[config.mk]
export PLATFORM = sky130hd
export DESIGN_NAME = xram_row_decoder
export DESIGN_NICKNAME = d
export VERILOG_FILES = /design/src/rtl/xrd_bank_latch.sv /design/src/rtl/xrd_cbr_detect.sv /design/src/rtl/xrd_row_drive.sv /design/src/rtl/xram_row_decoder.sv
export SDC_FILE = /design/constraint.sdc
export NUM_CORES = 1
export LEC_CHECK = 0
export CAP_MARGIN = 40
export CORE_MARGIN = 4
export CORE_UTILIZATION = 41
export DETAILED_ROUTE_END_ITERATION = 8
export HOLD_SLACK_MARGIN = 0.1
export PLACE_DENSITY = 0.81
export SKIP_LAST_GASP = 1
export SLEW_MARGIN = 10
export SYNTH_ARGS = -nofsm -noshare
export SYNTH_HDL_FRONTEND = slang
export SYNTH_SLANG_ARGS = --single-unit
[constraint.sdc]
create_clock -name clk -period 2.7 [get_ports clk]
set_input_delay 0.54 -clock clk [delete_from_list [all_inputs] [get_ports clk]]
set_output_delay 0.54 -clock clk [all_outputs]
set_load 0.1 [all_outputs]
[src/rtl/xrd_bank_latch.sv]
module xrd_bank_latch #(
  parameter int unsigned DATA_W   = 8,
  parameter int unsigned BANK_BIT = 0
) (
  input  logic              clk,
  input  logic              rst,
  input  logic              cyc_start,
  input  logic              dma_cyc,
  input  logic [DATA_W-1:0] data,
  output logic              bank_eff
);
  logic start_d;
  logic bank_q;
  logic take;

  assign take     = cyc_start && !start_d && !dma_cyc;
  assign bank_eff = take ? data[BANK_BIT] : bank_q;

  always_ff @(posedge clk) begin
    if (rst) begin
      start_d <= 1'b0;
      bank_q  <= 1'b0;
    end else begin
      start_d <= cyc_start;
      if (take) bank_q <= data[BANK_BIT];
    end
  end
endmodule

[src/rtl/xrd_cbr_detect.sv]
module xrd_cbr_detect (
  input  logic clk,
  input  logic rst,
  input  logic ras_n,
  input  logic cas_n,
  output logic refresh
);
  logic armed;

  assign refresh = armed && !ras_n;

  always_ff @(posedge clk) begin
    if (rst)        armed <= 1'b0;
    else if (cas_n) armed <= 1'b0;
    else if (ras_n) armed <= 1'b1;
  end
endmodule

[src/rtl/xrd_row_drive.sv]
module xrd_row_drive #(
  parameter int unsigned NUM_ROWS = 8,
  localparam int unsigned IDX_W   = $clog2(NUM_ROWS)
) (
  input  logic               clk,
  input  logic               rst,
  input  logic               ras_n,
  input  logic               cas_n,
  input  logic               refresh,
  input  logic               dma_flag,
  input  logic [IDX_W-1:0]   idx,
  input  logic [IDX_W:0]     count,
  output logic [NUM_ROWS-1:0] ras_n_q,
  output logic               cas_n_q,
  output logic               unpop_q,
  output logic               suspect_q
);
  logic [IDX_W:0] idx_x;
  logic           normal;
  logic           in_range;

  assign idx_x    = {1'b0, idx};
  assign normal   = !ras_n && !refresh;
  assign in_range = idx_x < count;

  for (genvar g = 0; g < NUM_ROWS; g++) begin : g_row
    localparam logic [IDX_W:0] ROW_ID = g[IDX_W:0];
    always_ff @(posedge clk) begin
      if (rst)          ras_n_q[g] <= 1'b1;
      else if (ras_n)   ras_n_q[g] <= 1'b1;
      else if (refresh) ras_n_q[g] <= !(ROW_ID < count);
      else              ras_n_q[g] <= !(in_range && (idx_x == ROW_ID));
    end
  end

  always_ff @(posedge clk) begin
    if (rst) begin
      cas_n_q   <= 1'b1;
      unpop_q   <= 1'b0;
      suspect_q <= 1'b0;
    end else begin
      cas_n_q   <= cas_n;
      unpop_q   <= normal && !in_range;
      suspect_q <= normal && dma_flag;
    end
  end
endmodule

[src/rtl/xram_row_decoder.sv]
module xram_row_decoder #(
  parameter int unsigned NUM_ROWS = 8,
  parameter int unsigned DATA_W   = 8,
  parameter int unsigned BANK_BIT = 0,
  localparam int unsigned IDX_W   = $clog2(NUM_ROWS),
  localparam int unsigned SEL_W   = IDX_W - 1,
  localparam int unsigned CFG_W   = $clog2(IDX_W + 1)
) (
  input  logic                clk,
  input  logic                rst,
  input  logic [SEL_W-1:0]    host_row_sel,
  input  logic                host_ras_n,
  input  logic                host_cas_n,
  input  logic [DATA_W-1:0]   host_data,
  input  logic                cyc_start,
  input  logic                dma_cyc,
  input  logic [CFG_W-1:0]    cfg_rows,
  input  logic                cfg_big_rows,
  output logic [NUM_ROWS-1:0] row_ras_n,
  output logic                card_cas_n,
  output logic                row_size_big,
  output logic                unpop_access,
  output logic                dma_suspect
);
  logic             bank_w;
  logic             refresh_w;
  logic             eight_mode;
  logic [IDX_W-1:0] idx_w;
  logic [IDX_W:0]   count_w;

  assign eight_mode = (cfg_rows == CFG_W'(IDX_W));
  assign count_w    = (IDX_W + 1)'(1) << cfg_rows;
  assign idx_w      = {eight_mode & bank_w, host_row_sel};

  xrd_bank_latch #(.DATA_W(DATA_W), .BANK_BIT(BANK_BIT)) u_bank (
    .clk(clk), .rst(rst), .cyc_start(cyc_start), .dma_cyc(dma_cyc),
    .data(host_data), .bank_eff(bank_w)
  );

  xrd_cbr_detect u_cbr (
    .clk(clk), .rst(rst), .ras_n(host_ras_n), .cas_n(host_cas_n),
    .refresh(refresh_w)
  );

  xrd_row_drive #(.NUM_ROWS(NUM_ROWS)) u_drive (
    .clk(clk), .rst(rst), .ras_n(host_ras_n), .cas_n(host_cas_n),
    .refresh(refresh_w), .dma_flag(eight_mode && dma_cyc),
    .idx(idx_w), .count(count_w),
    .ras_n_q(row_ras_n), .cas_n_q(card_cas_n),
    .unpop_q(unpop_access), .suspect_q(dma_suspect)
  );

  always_ff @(posedge clk) begin
    if (rst) row_size_big <= 1'b0;
    else     row_size_big <= cfg_big_rows;
  end
endmodule

======== Word-level counts from Yosys, hierarchy flattened ========
Index checks and enable logic that the tools add are counted.
cells by class
  magnitude comparators ................... 9
  equal/unequal tests ..................... 8
  multiplexer cells ....................... 9
  bitwise logic cells ..................... 1
  shift-type cells ........................ 1
  reduce and logical (&&, ||, !) cells .... 39
operators with widths
  kind                   number
  $logic_not A1 Y1       21
  $lt A3 B4 Y1 const A   4
  $logic_and A1 B1 Y1    15
  $eq A3 B3 Y1 const B   4
  $mux W1                9
  $lt A1 B4 Y1 const A   2
  $lt A2 B4 Y1 const A   2
  $eq A3 B2 Y1 const B   2
  $logic_not A4 Y1       1
  $lt A3 B4 Y1           1
  $reduce_or A2 Y1       2
  $shl A1 B2 Y4 const A  1
  $eq A3 B1 Y1 const B   1
  $eq A2 B2 Y1 const B   1
  $and A1 B1 Y1          1
word-level totals
  logic and storage cells ................. 82
  input bits .............................. 19
  output and inout bits ................... 12
  flip-flop bits (word level) ............. 15

======== Logic depth before layout (Yosys ltp) ========
  word-level depth ........................ 9
  mapped depth ............................ 6
  gate-level depth less buffers ........... 6

======== Cells and area by module ========
From an unflattened synthesis, not the netlist that was laid out.
unflattened totals
  cell total of the unflattened synthesis .. 85
  area total of the unflattened synthesis .. 738.2 um2
modules (own cells, without submodules)
  module            sequential area each (um2)  times used  cells each  area an instance (um2)
  xrd_row_drive     220.2                       1           65          536.8
  xrd_bank_latch    40.0                        1           8           98.8
  xram_row_decoder  20.0                        1           8           62.6
  xrd_cbr_detect    20.0                        1           4           40.0

======== Worst setup path before layout ========
No wires, ideal clock.
  path kind ............................... input to register
  start ................................... input cfg_rows[1]
  end ..................................... register u_drive.ras_n_q[4]
  path buffers ............................ 0
  data required time ...................... 2.560 ns
  arrival time ............................ 1.569 ns
  stages .................................. 6
  path slack .............................. 0.990 ns
  library setup time ...................... 0.140 ns
  path through ............................ inv_1 nand2_1 ha_1 a21o_1 a21oi_1 a41oi_1
on the way
  word-level cells in the longest chain between the ends .. 6
  elaborated cells on any way between the ends .. 10
  classes of those cells .................. order compare: 2; eq/ne: 2; shift: 1; mux: 1; bitwise: 1; reduce/logical: 3
ends and longest elaborated chain
  item                                          line                                      RTL
  start: declaration                            xram_row_decoder.sv:17                    input logic [CFG_W-1:0] cfg_rows,
  $eq A2 B2 Y1                                  xram_row_decoder.sv:31                    assign eight_mode = (cfg_rows == CFG_W'(IDX_W));
  $and A1 B1 Y1                                 xram_row_decoder.sv:33                    assign idx_w = {eight_mode & bank_w, host_row_sel};
  $lt A3 B4 Y1 or $eq A3 B3 Y1 (tied branches)  xrd_row_drive.sv:24, xrd_row_drive.sv:32
  $logic_and A1 B1 Y1                           xrd_row_drive.sv:32                       else ras_n_q[g] <= !(in_range && (idx_x == ROW_ID));
  $logic_not A1 Y1                              xrd_row_drive.sv:32
  $mux W1 *                                     xrd_row_drive.sv:31                       else if (refresh) ras_n_q[g] <= !(ROW_ID < count);
  end signal: indexed assignment                xrd_row_drive.sv:31
  end signal: indexed assignment                xrd_row_drive.sv:32
  end: declaration                              xrd_row_drive.sv:13                       output logic [NUM_ROWS-1:0] ras_n_q,
Every way passes the cells marked *; elsewhere a longest branch is shown, timed or not.
A chain may end at the register's enable or synchronous reset.

======== Worst setup path in the final report ========
  start ................................... input cfg_rows[1]
  end ..................................... register u_drive.ras_n_q[6]
The elaborated chain is that of the path after synthesis.

==> impl_results.md <==
* CTS sink cnt at 15
* Routed wire length at 1350 um
* FFs w/ async S/R, synth at 0%
* Max_cap viols at 0
* Iter 0 DRT Violations at 9
* Crit path largest cell delay at 0.42 ns
* GRT Total Usage at 13.7%
* Initial antenna violation count at 0
* Total die area at 0.00225 mm2
* First-pass GRT wire length at 2130 um
* Critical path's top delay family: compound AO/OA/AOI/OAI gates
* Worst EP arrival at 2.21 ns
* Syn avg cell area at 10.3 um2
* Place WS at 0.364 ns
* Leakage at 0.369 nW
* Post_cts resized at 0
* H-tree levels at 1
* Largest family of logic cells by synthesized area: simple AND/OR/NAND/NOR gates
* Setup TNS at 0 ns
* Clk_lat worst skew at 0.28 ns
* RSZ-0062 raised after global routing: false
* Avg WL per Cell at 12.9 um
* Final period util at 76.2%
* Synthesis-to-finish area growth at 40.4%
* Pin count of the biggest net entering global routing at 10
* Mapped Nets at 82
* CTS tree: built
* CP max stage cell: clkdlybuf4s50_1
* Count of input and output buffers at 23
* Class of the worst hold path: reg -> reg
* Setup CP Type: in -> reg
* Row cnt at 13
* Number of global-route vias before repair at 522
* Cell Area, Synth at 638 um2
* Element type at the critical path start: input port
* Mux share of post-synthesis cell area at 4.12%
* Final net count at 111
* Yosys cell types at 30
* Global route overflow at 0
* Num CTS Buffers at 3
* Post-synthesis adder-cell area fraction at 1.96%
* Largest cells by area after synthesis: dfxtp_1 47%, a31oi_1 3.9%, and2b_1 3.5%, nor2_1 3.5%, a41oi_1 2.7%
* Setup Fix Bufs, Post-CTS at 0
* Syn Inst Count at 62
* Post-synth top cells: 15 x dfxtp_1, 6 x nor2_1, 4 x a31oi_1, 4 x inv_1
* Post-route ant nets at 0
* Pwr/cell area at 514 mW/mm2
* Final hold vios at 0
* Core area at 0.00138 mm2
* Crit path capture type: flip-flop
* RD Place Congestion at 0.738
* Final Core Density at 64.8%
* Top-count cell post-synth: dfxtp_1
* DP Wirelength at 1010 um
* DP Area at 868 um2
* Initial Utilization at 46.2%
* Total I/O pin count at 31
* CP Buf/Inv Count at 2
* Max Root-Sink Buffers at 2
* Yosys Warn Count at 0
* Critical Path RT at 2.85 ns
* Fmax achieved at 486 MHz
* Post-synth top flop: dfxtp_1
* Worst-margin pin slew at 0.407 ns
* Area leader, netlist: dfxtp_1
* Final Max Slew Viols at 0
* Placed cells at 101
* Clk root buf: clkbuf_4
* Relative slew margins at 72.8%
* Outcome: finished clean
* DR vias at 572
* Post-synth top area share at 47.1%
* Synth Area in XOR/XNOR at 0%
* # diodes at 0
* Clock Skews at 0.00585 ns
* Max rail drop VDD at 0.287 mV
* Seq/Total Area, Yosys at 47.1%
* Post-CTS Hold Buffers at 0
* Layout cells sized above 1 at 31.1%
* Drt first pass iters at 4
* Number of fill cells at 128
* Crit-path cells: clkdlybuf4s50_1 > inv_1 > nand2_1 > ha_1 > a21o_1 > a21oi_1 > a41oi_1
* Worst Path Max Fanout at 5
* Fin cells at 105
* Compound-cell area share of the yosys netlist at 20.4%
* Simple-Gate Fraction of Synth Area at 23.5%
* Min cycle time layout at 2.06 ns
* Setup slack after layout at 0.643 ns
* DRC at 0
* Die height at 47.5 um
* Via-to-Cell Ratio at 5.45
* Clock transition at path regs at 0.09 ns
* Number of synthesized flops with an enable pin at 0
* Final Setup Violations at 0
* Finished Cell Area at 896 um2
* Flops & latches, synth at 15
* Die width at 47.5 um
## path summary, 6_finish.rpt
kind	depth (start not counted)	to	slack [ns]	startpoint
setup / recovery	7	u_drive.ras_n_q[6]$_SDFF_PP1_	0.64	cfg_rows[1]
hold / removal	1	u_drive.ras_n_q[0]$_SDFF_PP1_	0.62	u_cbr.armed$_SDFFE_PP0P_
setup reg to reg	3	u_drive.ras_n_q[6]$_SDFF_PP1_	1.48	u_bank.start_d$_SDFF_PP0_
hold reg to reg	1	u_drive.ras_n_q[0]$_SDFF_PP1_	0.62	u_cbr.armed$_SDFFE_PP0P_
## stage by stage
stage	power (mW)	hold WS (ns)
after detailed placement	0.341	0.602
final	0.461	0.623
after global placement	0.339	0.589
after floorplan	0.302	0.592
after CTS	0.468	0.628
after global routing	0.482	0.652
## cell type report
| class | instances | area [um2] | area share (%) |
|---|---|---|---|
| Sequential cell | 15 | 300 | 33.5 |
| Timing Repair Buffer | 25 | 215 | 24.0 |
| Inverter | 4 | 15.0 | 1.68 |
| Multi-Input combinational cell | 42 | 319 | 35.6 |
| Clock inverter | 1 | 5.00 | 0.559 |
| Clock buffer | 3 | 22.5 | 2.51 |
| Tap cell | 15 | 18.8 | 2.09 |
## kinds of logic after synthesis
logic type,Yosys count
AO/OA/AOI/OAI,16
buffers and inverters,5
flip-flops,15
AND/OR/NAND/NOR,23
adder cells (fa/ha/maj),1
multiplexers,2
## power by group
| group | leakage (nW) | internal [mW] | switching [mW] |
|---|---|---|---|
| clock network | 0.0177 | 0.0550 | 0.0696 |
| registers | 0.123 | 0.228 | 0.00359 |
| logic | 0.229 | 0.0384 | 0.0659 |
| total | 0.369 | 0.322 | 0.139 |
## flip-flops by register name, summed over array words and instances, names as in the netlist
name,cells
u_bank.bank_q,1
u_cbr.armed,1
u_drive.ras_n_q,8
u_bank.start_d,1
u_drive.unpop_q,1
u_drive.suspect_q,1
u_drive.cas_n_q,1
row_size_big,1
## layout by cell type (no fill, tap or decap)
master	count
nand3_1	3
mux2_2	1
nor2_1	6
and2b_1	3
o21bai_1	1
a41oi_2	1
nor4b_2	1
a2111oi_2	1
o211ai_1	1
o21ba_2	1
clkinv_2	1
clkbuf_4	3
inv_1	4
and2_4	1
ha_1	1
clkdlybuf4s50_1	11
a41oi_1	2
nor3b_2	1
or2_2	1
mux2_4	1
a31oi_1	4
nor3_1	1
a21oi_1	2
or2_1	1
buf_4	14
and4bb_4	1
nand2b_1	1
nand2_1	2
a21o_1	1
nor2b_1	1
o21ai_0	1
dfxtp_1	15
a32oi_1	1
## routing by layer
metal	global-route usage [%]	wire (um)	vias to the layer above
met3	3.38	110	4
met5	0	0	-
met1	16.8	567	262
met2	21.7	647	24
li1	-	-	282
met4	8.29	27	0
(Power assumes the default switching activity.)
